==> src/rtl/hdx_pkg.sv <==
package hdx_pkg;
  typedef enum logic [1:0] {
    ST_RX   = 2'd0,  // line released, receiving
    ST_ARM  = 2'd1,  // driver on, waiting one bit time
    ST_TX   = 2'd2,  // serializer allowed
    ST_HOLD = 2'd3   // turnaround delay running
  } hdx_state_e;

  localparam int HDX_NPIN = 2;  // pin 0: rts_n, pin 1: dtr_n
endpackage

==> src/rtl/hdx_turn_timer.sv <==
module hdx_turn_timer #(
  parameter int DLY_W = 4
) (
  input  logic             clk,
  input  logic             rst,
  input  logic             load,
  input  logic [DLY_W-1:0] dly,
  input  logic             step,
  output logic             last
);
  logic [DLY_W-1:0] cnt;

  always_ff @(posedge clk) begin
    if (rst)
      cnt <= '0;
    else if (load)
      cnt <= dly;
    else if (step && cnt != '0)
      cnt <= cnt - DLY_W'(1);
  end

  assign last = (cnt == DLY_W'(1));
endmodule

==> src/rtl/hdx_dir_fsm.sv <==
module hdx_dir_fsm
  import hdx_pkg::*;
#(
  parameter int DLY_W = 4
) (
  input  logic             clk,
  input  logic             rst,
  input  logic             en,
  input  logic [DLY_W-1:0] turn_dly,
  input  logic             fifo_empty,
  input  logic             stop_done,
  input  logic             baud_tick,
  input  logic             tx_req,
  output logic             drive_nxt,
  output logic             go_nxt
);
  hdx_state_e st, nxt;
  logic load, last;

  hdx_turn_timer #(.DLY_W(DLY_W)) i_timer (
    .clk  (clk),
    .rst  (rst),
    .load (load),
    .dly  (turn_dly),
    .step (baud_tick && st == ST_HOLD),
    .last (last)
  );

  always_comb begin
    nxt  = st;
    load = 1'b0;
    if (!en) begin
      nxt = ST_RX;
    end else begin
      case (st)
        ST_RX:   if (tx_req) nxt = ST_ARM;
        ST_ARM:  if (baud_tick) nxt = ST_TX;
        ST_TX: begin
          if (stop_done && fifo_empty) begin
            if (turn_dly == '0) begin
              nxt = ST_RX;
            end else begin
              nxt  = ST_HOLD;
              load = 1'b1;
            end
          end
        end
        ST_HOLD: begin
          if (tx_req)
            nxt = ST_TX;
          else if (baud_tick && last)
            nxt = ST_RX;
        end
        default: nxt = ST_RX;
      endcase
    end
  end

  always_ff @(posedge clk) begin
    if (rst) st <= ST_RX;
    else     st <= nxt;
  end

  assign drive_nxt = (nxt != ST_RX);
  assign go_nxt    = (nxt == ST_TX) || (nxt == ST_HOLD);
endmodule

==> src/rtl/hdx_pin_mux.sv <==
module hdx_pin_mux #(
  parameter int NPIN = 2,
  localparam int SEL_W = (NPIN > 1) ? $clog2(NPIN) : 1
) (
  input  logic             clk,
  input  logic             rst,
  input  logic             en,
  input  logic [SEL_W-1:0] sel,
  input  logic             drive,
  input  logic [NPIN-1:0]  mc_n,
  output logic [NPIN-1:0]  pin_n
);
  for (genvar i = 0; i < NPIN; i++) begin : g_pin
    always_ff @(posedge clk) begin
      if (rst)
        pin_n[i] <= 1'b1;
      else if (en && sel == SEL_W'(i))
        pin_n[i] <= drive;
      else
        pin_n[i] <= mc_n[i];
    end
  end
endmodule

==> src/rtl/hdx_dir_ctrl.sv <==
module hdx_dir_ctrl
  import hdx_pkg::*;
#(
  parameter int DLY_W = 4
) (
  input  logic             clk,
  input  logic             rst,
  input  logic             en,
  input  logic             pin_sel,
  input  logic [DLY_W-1:0] turn_dly,
  input  logic             fifo_empty,
  input  logic             tsr_empty,
  input  logic             stop_done,
  input  logic             baud_tick,
  input  logic             tx_req,
  input  logic             mc_rts_n,
  input  logic             mc_dtr_n,
  output logic             rts_n,
  output logic             dtr_n,
  output logic             tx_go,
  output logic             txe_src
);
  logic drive_nxt, go_nxt;
  logic [HDX_NPIN-1:0] pins;

  hdx_dir_fsm #(.DLY_W(DLY_W)) i_fsm (
    .clk        (clk),
    .rst        (rst),
    .en         (en),
    .turn_dly   (turn_dly),
    .fifo_empty (fifo_empty),
    .stop_done  (stop_done),
    .baud_tick  (baud_tick),
    .tx_req     (tx_req),
    .drive_nxt  (drive_nxt),
    .go_nxt     (go_nxt)
  );

  hdx_pin_mux #(.NPIN(HDX_NPIN)) i_mux (
    .clk   (clk),
    .rst   (rst),
    .en    (en),
    .sel   (pin_sel),
    .drive (drive_nxt),
    .mc_n  ({mc_dtr_n, mc_rts_n}),
    .pin_n (pins)
  );

  assign rts_n = pins[0];
  assign dtr_n = pins[1];

  always_ff @(posedge clk) begin
    if (rst) begin
      tx_go   <= 1'b0;
      txe_src <= 1'b1;
    end else begin
      tx_go   <= !en || go_nxt;
      txe_src <= en ? tsr_empty : fifo_empty;
    end
  end
endmodule

==> config.mk <==
export PLATFORM = sky130hd
export DESIGN_NAME = hdx_dir_ctrl
export DESIGN_NICKNAME = d
export VERILOG_FILES = /design/src/rtl/hdx_pkg.sv /design/src/rtl/hdx_turn_timer.sv /design/src/rtl/hdx_dir_fsm.sv /design/src/rtl/hdx_pin_mux.sv /design/src/rtl/hdx_dir_ctrl.sv
export SDC_FILE = /design/constraint.sdc
export NUM_CORES = 1
export LEC_CHECK = 0
export ABC_AREA = 1
export BUFFER_PORTS_ARGS = -buffer_cell sky130_fd_sc_hd__buf_4
export CAP_MARGIN = 20
export CORE_MARGIN = 10
export CORE_UTILIZATION = 38
export DETAILED_ROUTE_END_ITERATION = 16
export GPL_TIMING_DRIVEN = 1
export MAX_ROUTING_LAYER = met4
export RECOVER_POWER = 100
export SLEW_MARGIN = 20
export SYNTH_ARGS = -nofsm -noshare
export SYNTH_HDL_FRONTEND = slang
export SYNTH_SLANG_ARGS = --single-unit
==> constraint.sdc <==
create_clock -name clk -period 1.3 [get_ports clk]
set_input_delay 0.13 -clock clk [delete_from_list [all_inputs] [get_ports clk]]
set_output_delay 0.13 -clock clk [all_outputs]
set_load 0.05 [all_outputs]
Yosys cells after proc, flatten, opt, wreduce, memory -nomap -nowiden --
Cells that the tools add are included.
Word-level totals: register bits 10, input bits 15, output and inout port bits 4, word-level logic and storage cells 45
Cells by class: add/subtract/negate cells 1, equality and inequality tests 6, mux-type cells 17, bitwise gates (word level) 1, reductions and logical operators 14
Operator list (count):
- two-way mux 2 bit | 7
- == test 2 bit, second input constant | 4
- two-way mux 4 bit | 2
- case mux 2 bit (4 select lines) | 1
- two-way mux 1 bit | 7
- logical AND 1 bit | 6
- == test 4 x 1 -> 1 bit, second input constant | 1
- zero test 4 bit | 1
- nonzero test 2 bit | 2
- nonzero test 4 bit | 1
- subtractor 4 x 1 -> 4 bit, second input constant | 1
- == test 2 x 1 -> 1 bit, second input constant | 1
- zero test 2 bit | 1
- logical OR 1 bit | 2
- zero test 1 bit | 1
- NOT 1 bit | 1

Logic depth before layout (Yosys ltp) --
depth after elaboration 9, gate-level depth with buffers 11, mapped depth without buffers 11

Hierarchy --
A second synthesis with hierarchy kept.
Second synthesis, totals: cells, all modules 102, area, all modules 654.4 um2
By module, submodules not included:
- hdx_turn_timer | times used 1, cells each 41, area each 296.5 um2
- hdx_dir_fsm | times used 1, cells each 40, area each 202.7 um2
- hdx_pin_mux | times used 1, cells each 12, area each 87.6 um2
- hdx_dir_ctrl | times used 1, cells each 9, area each 67.6 um2

Least setup slack after synthesis --
OpenSTA, ideal clock, no wires.
path kind register to register, start point register i_fsm.i_timer.cnt[0], end point register i_fsm.i_timer.cnt[0], arrival time 1060 ps, path slack 121 ps, cell stages (with the launch flop) 8, cell sequence dfxtp_1 > inv_1 > ha_1 > nand2_2 > nand3_4 > xor2_2 > inv_1 > a21oi_1
On the way: cells in the longest elaborated chain, start to end 3
RTL lines:
- from (decl) | line hdx_turn_timer.sv:11 | logic [DLY_W-1:0] cnt;
- from (signal assigned) | line hdx_turn_timer.sv:17 | cnt <= dly;
- from (signal assigned) | line hdx_turn_timer.sv:19 | cnt <= cnt - DLY_W'(1);
- subtractor 4 x 1 -> 4 bit or nonzero test 4 bit (tied branches) | line hdx_turn_timer.sv:19, hdx_turn_timer.sv:18
- two-way mux 4 bit or logical AND 1 bit (tied branches) | line hdx_turn_timer.sv:18 | else if (step && cnt != '0)
- two-way mux 4 bit or nonzero test 2 bit (tied branches)
Parallel ways exist; a longest one is shown, timed or not. The select of a mux whose other input is x is not followed. A chain may end at the register's enable or synchronous reset.

Worst setup path in the final report --
start point register i_fsm.i_timer.cnt[1], end point register i_mux.pin_n[1]
On the way: cells in the longest elaborated chain, start to end 8
RTL lines:
- == test 4 x 1 -> 1 bit | line hdx_turn_timer.sv:22 | assign last = (cnt == DLY_W'(1));
- logical AND 1 bit | line hdx_dir_fsm.sv:51 | else if (baud_tick && last)
- two-way mux 2 bit | line hdx_dir_fsm.sv:51
- two-way mux 2 bit | line hdx_dir_fsm.sv:49 | if (tx_req)
- case mux 2 bit (4 select lines) | line hdx_dir_fsm.sv:35 | case (st)
- two-way mux 2 bit | line hdx_dir_fsm.sv:32 | if (!en) begin
- nonzero test 2 bit | line hdx_dir_fsm.sv:64 | assign drive_nxt = (nxt != ST_RX);
- two-way mux 1 bit | line hdx_pin_mux.sv:17 | else if (en && sel == SEL_W'(i))
- to (signal, indexed assignment) | line hdx_pin_mux.sv:18 | pin_n[i] <= drive;
- to (signal, indexed assignment) | line hdx_pin_mux.sv:20 | pin_n[i] <= mc_n[i];
- to (decl) | line hdx_pin_mux.sv:11 | output logic [NPIN-1:0] pin_n
Every way passes these cells.

==> flow_summary.ini <==
[final_layout]
drive_gt1_share_pct = 33.6
fin_area_sq_um = 845
fin_nets = 138
area_growth_syn_to_layout_pct = 30.3
layout_common_cells = nand2_1 (21), nor2_1 (17), buf_4 (17)
layout_commonest_cell = nand2_1
diodes = 0

[drt]
avgRoutedWirePerCell_um = 11.6
drc_errors = 0
drt_iter0_drc = 12
antenna_left = 0
drt-total-wl_um = 1570
dr.pass1.iters = 4
vias_per_cell = 4.69
vias = 633

[clock_network]
cts.path.max_buffers = 2
clock-sinks = 10
worstSkewPairLatency_ns = 0.26
cts_tree = done
hold_buffers = 0
clockRootBuffer = clkbuf_4
h-tree-depth = 1
path_clk_slew_ns = 0.07
cts_buffers = 3

[logic_synthesis]
synthCells = 96
synth_nets = 113
yosysWarnings = 0
avgSynthCellArea_sq_um = 6.75
netlist_area_sq_um = 648
synth.distinct_cells = 19
yosysSeqAreaShare_pct = 30.9
yosys_register_bits = 10

[setup_path]
r2r_end = i_mux.pin_n[1]
slowest_stage = dfxtp_2
worstSetupEndpointType = register
r2r_cells = 11
timing.rr.start = i_fsm.i_timer.cnt[1]
startpoint = i_fsm.i_timer.cnt[1]
crit_top_cell = nand2_1
crit_fanout = 3
cp.required_ns = 1.46
cp-endpoint = i_mux.pin_n[1]
critPathKind = reg -> reg
crit_chain = inv_2 -> ha_1 -> nand2_1 -> inv_1 -> nand3_1 -> nand2_1 -> nand3_2 -> nand2_2 -> nand2_1 -> nand2_1 -> nand2_1
reg2reg_slack_ns = 0.1
slowest_delay_ns = 0.33
startpoint_type = register
crit_arrival_ns = 1.36

[placed_design]
dpl_cell_area_sq_um = 807
dp_hpwl_um = 1260
globalplace.congestion = 0.863
io_buffers = 18

[global_route]
grt_pass1_wl_um = 2440
grt_pass1_vias = 639
grt-ovfl-total = 0
grt_antenna_before_repair = 0
grt_max_degree = 9
grt_use_total_pct = 8.91

[sta]
fmax_ghz = 0.830
min_period_ns = 1.20
slew_violations = 0
tightest_slew_ns = 0.285
hold_ws_ns = 0.0792
setup_viol = 0
finClkSkew_ns = 0.00414
hold_viol_final = 0
rsz0062_at_grt = yes
fin_crit_sh_pct = 92.7
slew_headroom_pct = 81.1

[floorplan]
core_area_sq_mm = 0.00156
die_h_um = 61.3
die_area_sq_mm = 0.00376
start_util_pct = 41.6
rows = 14
die_w_um = 61.3
boundaryPins = 19

[status]
status = finished, final reports clean

[hold_path]
hp-class = in -> reg
hp-start = mc_rts_n

[power_and_ir_drop]
p_leak_nw = 0.413
ir_drop_mv = 0.462
powerDensity_mw_per_mm2 = 787

[job]
max-cap-violations = 0
==> per-layer routing <==
metal / track usage (%) / share of wire, %
met2: 15.4 / 53
met5: - / 0
met3: 4.53 / 4.6
met1: 8.77 / 42
met4: 1.95 / 0
==> registers in the layout (all words and copies together) (netlist names) <==
register	flops
i_fsm.i_timer.cnt	4
i_fsm.st	2
i_mux.pin_n	2
tx_go	1
txe_src	1
==> worst max-delay path, delay by kind of cell (launching register included) <==
family                     cells  cell delay (ns)
and+or+nand+nor                8             0.53
DFF                            1             0.33
buffers and inverters          2             0.11
adders and majority gates      1             0.13
==> logic make-up after synthesis <==
kind of cell             Yosys count  synth area share (%)
AO/OA/AOI/OAI                     11                  10.2
XOR/XNOR                           2                  3.86
adder cells (fa/ha/maj)            2                  3.86
buffers and inverters             17                  9.85
flip-flops                        10                  30.9
AND/OR/NAND/NOR                   54                  41.3
==> timing repair <==
| item | CTS | global route |
|---|---|---|
| resized for setup | 0 | 5 |
| setup endpoints to repair | 0 | 5 |
| setup buffers | 0 | 2 |
==> stage by stage <==
stage / power [mW] / utilization (%) / setup TNS, ns / worst slack (ns) / cells
after global routing: 0.696 / 54.2 / -0.0457 / -0.0410 / 135
after global placement: 0.461 / 51.8 / 0 / 0.0712 / 130
after CTS: 0.681 / 53.2 / 0 / 0.0664 / 133
final: 0.665 / 54.2 / 0 / 0.0954 / 135
after detailed placement: 0.462 / 51.8 / 0 / 0.0745 / 130
after floorplan: 0.400 / - / 0 / 0.121 / 96
==> cell usage after synthesis, drive strengths merged <==
library cell,instances,area share (%)
nor2,19,13
inv,16,9.3
clkbuf,1,0.58
nand3,9,8.9
ha,2,3.9
nand4,2,4.2
a21oi,10,9.5
dfxtp,10,31
nand3b,1,1.2
xor2,1,2.5
xnor2,1,1.4
nand2,23,14
o21ai,1,0.77
==> layout make-up <==
type	count	area (sq um)
tap	16	20.0
clock buffer	3	22.5
inverter	16	60.1
timing repair buffer	21	148
fill	169	714
sequential	10	203
multi-input combinational	69	392
==> worst min-delay path by stage <==
| stage | to | cells past startpoint | slack [ns] |
|---|---|---|---|
| after floorplan | tx_go | 1 | 0.23 |
| after global placement | i_mux.pin_n[1] | 3 | 0.34 |
| after detailed placement | i_mux.pin_n[0] | 3 | 0.35 |
| after CTS | i_mux.pin_n[0] | 3 | 0.07 |
| after global routing | i_mux.pin_n[1] | 3 | 0.09 |
| final | i_mux.pin_n[0] | 3 | 0.08 |
==> power by group <==
| group | internal, mW | leakage, nW | total, mW | switching, mW |
|---|---|---|---|---|
| combinational | 0.0497 | 0.316 | 0.130 | 0.0799 |
| clock | 0.107 | 0.0138 | 0.214 | 0.107 |
| sequential | 0.317 | 0.0830 | 0.322 | 0.00446 |
| total | 0.474 | 0.413 | 0.665 | 0.191 |
(Power assumes the default switching activity.)
